**src/rtl/cmap_pkg.sv**
```systemverilog
package cmap_pkg;
  typedef enum logic [1:0] {
    MIR_VERT  = 2'd0,
    MIR_HORIZ = 2'd1,
    MIR_ONE_A = 2'd2,
    MIR_ONE_B = 2'd3
  } mirror_e;

  typedef struct packed {
    logic    ram_wr_en;
    logic    xattr_en;
    mirror_e mirror;
  } ctrl_t;

  localparam logic [3:0] OFS_CTRL     = 4'hA;
  localparam logic [3:0] OFS_PRG      = 4'hB;
  localparam logic [3:0] OFS_CHR_BASE = 4'hC;

  localparam int PRG_WIN_W = 14;
  localparam int CHR_WIN_W = 11;
  localparam int RAM_AW    = 13;
  localparam int NT_OFS_W  = 10;
endpackage

```
**src/rtl/cmap_regs.sv**
```systemverilog
module cmap_regs
  import cmap_pkg::*;
#(
  parameter int PRG_BANK_W = 4,
  parameter int CHR_BANK_W = 4,
  parameter int AUX_N      = 10,
  localparam int CHR_SLOTS = 2 ** (13 - CHR_WIN_W)
) (
  input  logic                              clk,
  input  logic                              rst_n,
  input  logic                              cpu_wr,
  input  logic [15:0]                       cpu_addr,
  input  logic [7:0]                        cpu_wdata,
  output logic [PRG_BANK_W-1:0]             prg_bank,
  output logic [CHR_SLOTS*CHR_BANK_W-1:0]   chr_bank,
  output ctrl_t                             ctrl,
  output logic [AUX_N-1:0]                  aux_wr,
  output logic                              xattr_wr
);
  logic       win_hit;
  logic [3:0] ofs;
  logic       unused_regs;

  assign ofs         = cpu_addr[3:0];
  assign win_hit     = cpu_wr && (cpu_addr[15:14] == 2'b10);
  assign xattr_wr    = cpu_wr && (cpu_addr[15:14] == 2'b11);
  assign unused_regs = ^{cpu_addr[13:4], cpu_wdata[7:4]};

  always_ff @(posedge clk or negedge rst_n) begin
    if (!rst_n) begin
      prg_bank <= '0;
    end else if (win_hit && ofs == OFS_PRG) begin
      prg_bank <= cpu_wdata[PRG_BANK_W-1:0];
    end
  end

  always_ff @(posedge clk or negedge rst_n) begin
    if (!rst_n) begin
      ctrl <= '0;
    end else if (win_hit && ofs == OFS_CTRL) begin
      ctrl <= ctrl_t'(cpu_wdata[3:0]);
    end
  end

  for (genvar s = 0; s < CHR_SLOTS; s++) begin : g_chr
    localparam logic [3:0] SLOT_OFS = OFS_CHR_BASE + 4'(s);
    always_ff @(posedge clk or negedge rst_n) begin
      if (!rst_n) begin
        chr_bank[s*CHR_BANK_W +: CHR_BANK_W] <= '0;
      end else if (win_hit && ofs == SLOT_OFS) begin
        chr_bank[s*CHR_BANK_W +: CHR_BANK_W] <= cpu_wdata[CHR_BANK_W-1:0];
      end
    end
  end

  for (genvar k = 0; k < AUX_N; k++) begin : g_aux
    assign aux_wr[k] = win_hit && (ofs == 4'(k));
  end

  AST_PRG_HOLD: assert property (@(posedge clk) disable iff (!rst_n)
    !(win_hit && ofs == OFS_PRG) |=> $stable(prg_bank));
  AST_AUX_ONEHOT: assert property (@(posedge clk) disable iff (!rst_n)
    $onehot0(aux_wr));
  AST_AUX_NEEDS_WR: assert property (@(posedge clk) disable iff (!rst_n)
    (|aux_wr) |-> cpu_wr);
  AST_XATTR_EXCL: assert property (@(posedge clk) disable iff (!rst_n)
    xattr_wr |-> !(|aux_wr));
endmodule

```
**src/rtl/cmap_addr.sv**
```systemverilog
module cmap_addr
  import cmap_pkg::*;
#(
  parameter int PRG_BANK_W = 4,
  parameter int CHR_BANK_W = 4,
  localparam int CHR_SLOTS = 2 ** (13 - CHR_WIN_W),
  localparam int PRG_AW    = PRG_BANK_W + PRG_WIN_W,
  localparam int CHR_AW    = CHR_BANK_W + CHR_WIN_W
) (
  input  logic [15:0]                     cpu_addr,
  input  logic                            cpu_wr,
  input  logic [13:0]                     ppu_addr,
  input  logic [PRG_BANK_W-1:0]           prg_bank,
  input  logic [CHR_SLOTS*CHR_BANK_W-1:0] chr_bank,
  input  ctrl_t                           ctrl,
  output logic [PRG_AW-1:0]               prg_rom_addr,
  output logic                            prg_rom_ce,
  output logic [RAM_AW-1:0]               prg_ram_addr,
  output logic                            prg_ram_ce,
  output logic                            prg_ram_we,
  output logic [CHR_AW-1:0]               chr_addr,
  output logic                            chr_ce,
  output logic                            ciram_a10,
  output logic                            ciram_ce
);
  localparam int SLOT_W = $clog2(CHR_SLOTS);

  logic [PRG_BANK_W-1:0] bank_now;
  logic [SLOT_W-1:0]     slot;

  always_comb begin
    bank_now     = cpu_addr[14] ? {PRG_BANK_W{1'b1}} : prg_bank;
    prg_rom_ce   = cpu_addr[15];
    prg_rom_addr = {bank_now, cpu_addr[PRG_WIN_W-1:0]};
  end

  always_comb begin
    prg_ram_ce   = (cpu_addr[15:13] == 3'b011);
    prg_ram_addr = cpu_addr[RAM_AW-1:0];
    prg_ram_we   = prg_ram_ce && cpu_wr && ctrl.ram_wr_en;
  end

  always_comb begin
    slot     = ppu_addr[12:CHR_WIN_W];
    chr_ce   = !ppu_addr[13];
    chr_addr = {chr_bank[slot*CHR_BANK_W +: CHR_BANK_W], ppu_addr[CHR_WIN_W-1:0]};
  end

  always_comb begin
    ciram_ce = ppu_addr[13];
    unique case (ctrl.mirror)
      MIR_VERT:  ciram_a10 = ppu_addr[10];
      MIR_HORIZ: ciram_a10 = ppu_addr[11];
      MIR_ONE_A: ciram_a10 = 1'b0;
      MIR_ONE_B: ciram_a10 = 1'b1;
      default:   ciram_a10 = 1'b0;
    endcase
  end
endmodule

```
**src/rtl/cmap_xattr.sv**
```systemverilog
module cmap_xattr
  import cmap_pkg::*;
#(
  localparam int IDX_W = NT_OFS_W + 1,
  localparam int DEPTH = 2 ** IDX_W
) (
  input  logic             clk,
  input  logic             rst_n,
  input  logic             xattr_wr,
  input  logic [IDX_W-1:0] wr_idx,
  input  logic [1:0]       wr_pal,
  input  logic             ppu_rd,
  input  logic [13:0]      ppu_addr,
  input  logic             ciram_a10,
  input  logic             xattr_en,
  output logic             attr_ovr,
  output logic [7:0]       attr_data
);
  logic [1:0]       pal_mem [DEPTH];
  logic [1:0]       pal_q;
  logic             is_attr;
  logic             tile_fetch;
  logic [IDX_W-1:0] rd_idx;
  logic             unused_xattr;

  assign unused_xattr = ^ppu_addr[12:10];
  assign is_attr      = ppu_addr[13] && (ppu_addr[9:6] == 4'hF);
  assign tile_fetch   = ppu_rd && ppu_addr[13] && (ppu_addr[9:6] != 4'hF);
  assign rd_idx       = {ciram_a10, ppu_addr[NT_OFS_W-1:0]};

  always_ff @(posedge clk) begin
    if (xattr_wr) pal_mem[wr_idx] <= wr_pal;
  end

  always_ff @(posedge clk or negedge rst_n) begin
    if (!rst_n)          pal_q <= '0;
    else if (tile_fetch) pal_q <= pal_mem[rd_idx];
  end

  always_comb begin
    attr_ovr  = xattr_en && ppu_rd && is_attr;
    attr_data = attr_ovr ? {4{pal_q}} : 8'h00;
  end

  AST_PAL_HOLD: assert property (@(posedge clk) disable iff (!rst_n)
    !tile_fetch |=> $stable(pal_q));
  AST_ATTR_FIELDS: assert property (@(posedge clk) disable iff (!rst_n)
    attr_ovr |-> (attr_data[7:6] == attr_data[1:0] && attr_data[5:4] == attr_data[3:2]
                  && attr_data[3:2] == attr_data[1:0]));
  AST_ATTR_IDLE: assert property (@(posedge clk) disable iff (!rst_n)
    !xattr_en |-> (!attr_ovr && attr_data == 8'h00));
endmodule

```
**src/rtl/cart_map_core.sv**
```systemverilog
module cart_map_core
  import cmap_pkg::*;
#(
  parameter int PRG_BANK_W = 4,
  parameter int CHR_BANK_W = 4,
  parameter int AUX_N      = 10,
  localparam int CHR_SLOTS = 2 ** (13 - CHR_WIN_W),
  localparam int PRG_AW    = PRG_BANK_W + PRG_WIN_W,
  localparam int CHR_AW    = CHR_BANK_W + CHR_WIN_W
) (
  input  logic              clk,
  input  logic              rst_n,
  input  logic [15:0]       cpu_addr,
  input  logic [7:0]        cpu_wdata,
  input  logic              cpu_wr,
  input  logic [13:0]       ppu_addr,
  input  logic              ppu_rd,
  output logic [PRG_AW-1:0] prg_rom_addr,
  output logic              prg_rom_ce,
  output logic [RAM_AW-1:0] prg_ram_addr,
  output logic              prg_ram_ce,
  output logic              prg_ram_we,
  output logic [CHR_AW-1:0] chr_addr,
  output logic              chr_ce,
  output logic              ciram_a10,
  output logic              ciram_ce,
  output logic              attr_ovr,
  output logic [7:0]        attr_data,
  output logic [AUX_N-1:0]  aux_wr
);
  logic [PRG_BANK_W-1:0]           prg_bank;
  logic [CHR_SLOTS*CHR_BANK_W-1:0] chr_bank;
  ctrl_t                           ctrl;
  logic                            xattr_wr;

  cmap_regs #(
    .PRG_BANK_W(PRG_BANK_W), .CHR_BANK_W(CHR_BANK_W), .AUX_N(AUX_N)
  ) u_regs (
    .clk(clk), .rst_n(rst_n), .cpu_wr(cpu_wr), .cpu_addr(cpu_addr),
    .cpu_wdata(cpu_wdata), .prg_bank(prg_bank), .chr_bank(chr_bank),
    .ctrl(ctrl), .aux_wr(aux_wr), .xattr_wr(xattr_wr)
  );

  cmap_addr #(
    .PRG_BANK_W(PRG_BANK_W), .CHR_BANK_W(CHR_BANK_W)
  ) u_addr (
    .cpu_addr(cpu_addr), .cpu_wr(cpu_wr), .ppu_addr(ppu_addr),
    .prg_bank(prg_bank), .chr_bank(chr_bank), .ctrl(ctrl),
    .prg_rom_addr(prg_rom_addr), .prg_rom_ce(prg_rom_ce),
    .prg_ram_addr(prg_ram_addr), .prg_ram_ce(prg_ram_ce), .prg_ram_we(prg_ram_we),
    .chr_addr(chr_addr), .chr_ce(chr_ce), .ciram_a10(ciram_a10), .ciram_ce(ciram_ce)
  );

  cmap_xattr u_xattr (
    .clk(clk), .rst_n(rst_n), .xattr_wr(xattr_wr),
    .wr_idx(cpu_addr[NT_OFS_W:0]), .wr_pal(cpu_wdata[1:0]),
    .ppu_rd(ppu_rd), .ppu_addr(ppu_addr), .ciram_a10(ciram_a10),
    .xattr_en(ctrl.xattr_en), .attr_ovr(attr_ovr), .attr_data(attr_data)
  );

  AST_RAM_WE_GATE: assert property (@(posedge clk) disable iff (!rst_n)
    prg_ram_we |-> (ctrl.ram_wr_en && cpu_wr));
  AST_FIXED_TOP: assert property (@(posedge clk) disable iff (!rst_n)
    (cpu_addr[15:14] == 2'b11) |-> (&prg_rom_addr[PRG_AW-1:PRG_WIN_W]));
  AST_ONE_SCREEN_B: assert property (@(posedge clk) disable iff (!rst_n)
    (ctrl.mirror == MIR_ONE_B) |-> ciram_a10);
endmodule

```
**config.mk**
```make
export PLATFORM = sky130hd
export DESIGN_NAME = cart_map_core
export DESIGN_NICKNAME = d
export VERILOG_FILES = /design/src/rtl/cmap_pkg.sv /design/src/rtl/cmap_regs.sv /design/src/rtl/cmap_addr.sv /design/src/rtl/cmap_xattr.sv /design/src/rtl/cart_map_core.sv
export SDC_FILE = /design/constraint.sdc
export NUM_CORES = 2
export LEC_CHECK = 0
export BUFFER_PORTS_ARGS = -buffer_cell sky130_fd_sc_hd__buf_2
export CAP_MARGIN = 10
export CELL_PAD_IN_SITES_DETAIL_PLACEMENT = 0
export CELL_PAD_IN_SITES_GLOBAL_PLACEMENT = 1
export CORE_MARGIN = 5
export CORE_UTILIZATION = 30
export CTS_CLUSTER_DIAMETER = 150
export CTS_CLUSTER_SIZE = 24
export DETAILED_ROUTE_END_ITERATION = 10
export GPL_ROUTABILITY_DRIVEN = 0
export PLACE_DENSITY = 0.56
export REMOVE_ABC_BUFFERS = 1
export SLEW_MARGIN = 0
export SYNTH_ARGS = -nofsm -noshare
export SYNTH_HDL_FRONTEND = slang
export SYNTH_SLANG_ARGS = --single-unit
```
**constraint.sdc**
```tcl
create_clock -name clk -period 2.6 [get_ports clk]
set_clock_uncertainty 0.2 [all_clocks]
set_input_delay 0 -clock clk [delete_from_list [all_inputs] [get_ports clk]]
set_output_delay 0 -clock clk [all_outputs]
set_load 0.02 [all_outputs]
```
Yosys cells after proc, flatten, opt, wreduce, memory -nomap -nowiden
Memories as Yosys holds them, arrays and structs flattened. A register that Yosys moved wholly into a read port is not among the register bits.
Index checks and enable logic that the tools add are counted.
{"block": "word_totals", "n_memories": 1, "ff_bits": 24, "latch_bits": 0, "in_bits": 42, "mem_bits_rw": 4096, "out_inout_bits": 71, "mem_bits_ro": 0}
{"memory": "u_xattr.pal_mem", "words": 2048, "width": 2, "rd": 1, "rd_ports_with_merged_regs": 1, "write_ports": 1, "line": "cmap_xattr.sv:19", "source": "logic [1:0] pal_mem [DEPTH];"}
{"block": "op_classes", "shift": 1, "eq_ne": 23, "n_bitwise": 0, "magnitude_cmp": 0, "addsub": 0, "mux": 5, "n_mul": 0, "n_div": 0, "reduce_logical": 29}
{"operator": "$eq 4x4->1 const B", "n": 9}
{"operator": "$logic_and 1x1->1", "n": 25}
{"operator": "$eq 4x3->1 const B", "n": 4}
{"operator": "$shiftx 16x5->4", "n": 1}
{"operator": "$eq 2x2->1 const B", "n": 4}
{"operator": "$eq 4x2->1 const B", "n": 2}
{"operator": "$mux 8", "n": 1}
{"operator": "$eq 4x1->1 const B", "n": 1}
{"operator": "$logic_not 4->1", "n": 1}
{"operator": "$mux 4", "n": 1}
{"operator": "$ne 4x4->1 const B", "n": 1}
{"operator": "$pmux 1 s4", "n": 1}
{"operator": "$eq 3x2->1 const B", "n": 1}
{"operator": "$eq 2x1->1 const B", "n": 1}
{"operator": "$logic_not 1->1", "n": 2}
{"operator": "$logic_not 2->1", "n": 1}
{"operator": "$mux 1", "n": 2}

Depth between registers and ports, before layout
{"block": "logic_depth", "depth_word": 4, "depth_mapped": 17, "mapped_depth_nobuf": 9}

Modules after synthesis
From an unflattened synthesis, not the netlist that was laid out.
{"block": "hier_totals", "cells_unflattened": 9599, "hier_area_um2": 168517.9}
{"mod": "cmap_xattr", "area_each_um2": 166970.1, "cells_each": 9465, "seq_area_each_um2": 123048.0, "instances": 1}
{"mod": "cmap_regs", "area_each_um2": 1082.3, "cells_each": 80, "seq_area_each_um2": 600.6, "instances": 1}
{"mod": "cmap_addr", "area_each_um2": 465.4, "cells_each": 54, "seq_area_each_um2": 0.0, "instances": 1}

Worst setup path before layout
Ideal clock, no wire load.
{"block": "synth_timing", "path_type": "in2reg", "startpoint": "input ppu_addr[1]", "endpoint": "register u_xattr.pal_q[1] (read register of u_xattr.pal_mem)", "setup_slack_ps": -238, "n_path_buf": 5, "arrival_ps": 2505, "stages": 12, "path_cell_list": "buf_4 > buf_4 > buf_4 > buf_2 > clkbuf_1 > mux4_2 > mux4_2 > a221o_1 > o311ai_1 > o2111ai_1 > o221ai_1 > o41ai_2"}
{"element": "start, declared", "line": "cart_map_core.sv:16", "source": "input logic [13:0] ppu_addr,"}
{"element": "end, declared", "line": "cmap_xattr.sv:20", "source": "logic [1:0] pal_q;"}

==> results.json <==
{
  "status": "finished, violations left",
  "failed_checks": "setup timing",
  "die_w_um": 757,
  "die_h_um": 757,
  "grt_pass1_wl_mm": 781,
  "wl_per_cell_um": 32.0,
  "syn_area_per_cell_um2": 17.5,
  "synth_cell_types": 81,
  "yosys.area_share.simple_pct": 6.48,
  "coreArea_mm2": 0.556,
  "crit_arrival_ns": 4.12,
  "crit_fanout": 1,
  "ir_drop_mv": 0.527,
  "clock_latency_ns": 0.98,
  "drt_iter0_drc": 11739,
  "p_int_w": 0.0892,
  "final_core_util_pct": 34.4,
  "netlist_area_mm2": 0.167,
  "syn_inst": 9543,
  "dr_total_vias": 94585,
  "grt_max_degree": 154,
  "drive_gt1_share_pct": 24.8,
  "synthAdderAreaFrac_pct": 0,
  "cts.sinks": 4066,
  "switchingPower_w": 0.0261,
  "maxCapViolations": 0,
  "synth-edff-count": 4040,
  "reg2reg_depth": 9,
  "dpl_cell_area_mm2": 0.185,
  "drtPass1Iterations": 6,
  "maxSlewViolCount": 0,
  "async_flop_share_pct": 0.639,
  "grt_pass1_vias": 96151,
  "end_kind": "flop",
  "synth_compound_area_share_pct": 2.41,
  "htreeDepth": 4,
  "combPwrFrac_pct": 7.8,
  "synth_top_family_by_area": "multiplexers",
  "area_growth_pct": 14.2,
  "min_path_cells": 2,
  "pwr-share-clk_pct": 29.7,
  "track_usage_pct": 19.3,
  "nNetsFinal": 10289,
  "setup_violations": 3,
  "final_area_mm2": 0.191,
  "fin_crit_ns": 3.47,
  "slew_headroom_pct": 26.3,
  "swShare_pct": 22.6,
  "vias_per_cell": 5.33,
  "yosysTopAreaCellShare_pct": 72.5,
  "cts_made_buffers": 193,
  "clk_path_buf_depth": 4,
  "finalCritPeriodShare_pct": 134,
  "tns_ns": -1.67,
  "yosysMostFrequentCell": "edfxtp_1",
  "dp_hpwl_mm": 363,
  "hold_violations": 0,
  "drtAntennaViolNets": 0,
  "synth-seq-cells": 4066,
  "drc": 0,
  "ys_top_cells_by_area": "edfxtp_1 (73%), mux4_2 (12%), nor2_1 (4.9%), mux2i_1 (2.3%), clkbuf_1 (1.1%)",
  "fin_ws_ns": -0.872,
  "rows": 274,
  "pwr-share-seq_pct": 62.5,
  "synth_top_cells_by_count": "edfxtp_1 (4,040), nor2_1 (2,165), mux4_2 (868)",
  "port_buffers": 102,
  "fp.dieArea_mm2": 0.573,
  "start_kind": "flop",
  "synthFlopType": "edfxtp_1",
  "clock-root-buffer": "clkbuf_16",
  "cts_tree": "yes",
  "p_leak_nw": 58.3,
  "synth-warning-count": 0,
  "worstSetupPathType": "flop to flop",
  "fmax_mhz": 288,
  "floorplan.initialDensity_pct": 30.1,
  "cp.required_ns": 3.25,
  "worst_pin_slew_ns": 1.10,
  "routed_wl_mm": 567,
  "path_clk_slew_ns": 0.09,
  "antenna_found_initial": 49,
  "yosys-mux-area-fraction_pct": 15.3,
  "power_density_mw_per_mm2": 603,
  "synthXorXnorAreaFrac_pct": 0,
  "ys_seq_area_share_pct": 72.9,
  "hold_path.class": "input port to output port",
  "overflow": 0,
  "rsz0062_at_grt": "true",
  "ios": 113,
  "synth_area_leader_cell": "edfxtp_1"
}
## what timing repair did
action | CTS | global route
setup buffers | 4 | 2
gates cloned | 0 | 0
setup endpoints to repair | 12 | 57
hold buffers | 43 | 0
pin swaps | 7 | 13
resized for setup | 41 | 12
endpoints found under the hold margin | 4545 | 0
## worst max-delay path, cell delays in order (launching register included)
cell and delay (ns):
edfxtp_1 0.40, mux4_2 0.49, mux4_2 0.50, a22o_4 0.28
nor4_4 0.62, buf_4 0.24, a311o_1 0.13, a32o_2 0.28
o211ai_1 0.11, o21a_1 0.12
## per-layer routing
metal / GRT usage (%) / part of all wire, % / vias to the layer above
met5: 0 / 0.0048 / -
li1: - / - / 38482
met3: 2.70 / 7.1 / 634
met1: 26.3 / 41 / 51356
met2: 32.4 / 49 / 4109
met4: 5.05 / 3.0 / 4
## placed cells by master (no fill, tap or decap), types with 21 or more instances in the layout
master and instances:
nor3_1 70, buf_2 94, a22oi_1 50, mux4_1 57, buf_12 273, mux4_2 873
o22ai_1 103, o21ai_0 52, dfrtp_1 25, edfxtp_1 4040, a211oi_1 21, clkbuf_16 195
mux2_2 51, nor2_1 2158, mux2i_1 389, o221ai_1 103, dlygate4sd3_1 41, a21oi_1 76
and2_1 31, buf_4 932, nand3_4 33, nand3_1 51, nand2_1 203
## through the flow
step / total power, W / setup slack [ns] / cells / hold WS, ns
6_report: 0.115 / -0.872 / 17735 / 0.0375
4_1_cts: 0.116 / -0.812 / 17728 / 0.0268
3_5_place_dp: 0.0824 / -1.91 / 17460 / -0.200
2_1_floorplan: 0.0762 / -1.33 / 8704 / -0.496
3_3_place_gp: 0.0823 / -2.12 / 17459 / -0.200
5_1_grt: 0.119 / -0.843 / 17727 / 0.0367
## final timing paths
kind	from	endpoint	slack (ns)
min	cpu_addr[13]	prg_rom_addr[13]	0.04
min reg2reg	u_regs.chr_bank[0]	u_regs.chr_bank[0]	0.31
max in group asynchronous	rst_n	u_regs.ctrl[2]	1.55
min in group asynchronous	rst_n	u_regs.prg_bank[2]	0.44
max reg2reg	u_xattr.pal_mem[1339][0]	u_xattr.pal_q[0]	-0.87
max	u_xattr.pal_mem[1339][0]	u_xattr.pal_q[0]	-0.87
## flip-flops by register name, indices dropped and copies added (netlist names)
name / flops
u_xattr.pal_q: 2
u_regs.ctrl: 4
u_xattr.pal_mem: 4040
u_regs.prg_bank: 4
u_regs.chr_bank: 16
## area by class of cell
class / count / area [µm²]
antenna: 9 / 22.5
clock buffer: 211 / 4940
clock inverter: 11 / 166
fill: 52365 / 365000
inverter: 7 / 47.5
multi-input combinational: 4631 / 41200
sequential: 4066 / 122000
tap: 7452 / 9320
timing repair buffer: 1348 / 13500
## cells by family after synthesis
| group | count (synthesis) |
|---|---|
| AOI/OAI and AO/OA | 558 |
| buffers and inverters | 846 |
| DFF | 4066 |
| muxes | 1373 |
| and+or+nand+nor | 2700 |
## power groups by stage
stage | registers, W | logic, W | clock network [W]
floorplan | 0.0735 | 0.00271 | 0
CTS | 0.0721 | 0.00900 | 0.0350
finish | 0.0720 | 0.00893 | 0.0343
global route | 0.0721 | 0.00931 | 0.0373
global placement | 0.0735 | 0.00874 | 0
detailed placement | 0.0736 | 0.00881 | 0
(Power assumes the default switching activity.)
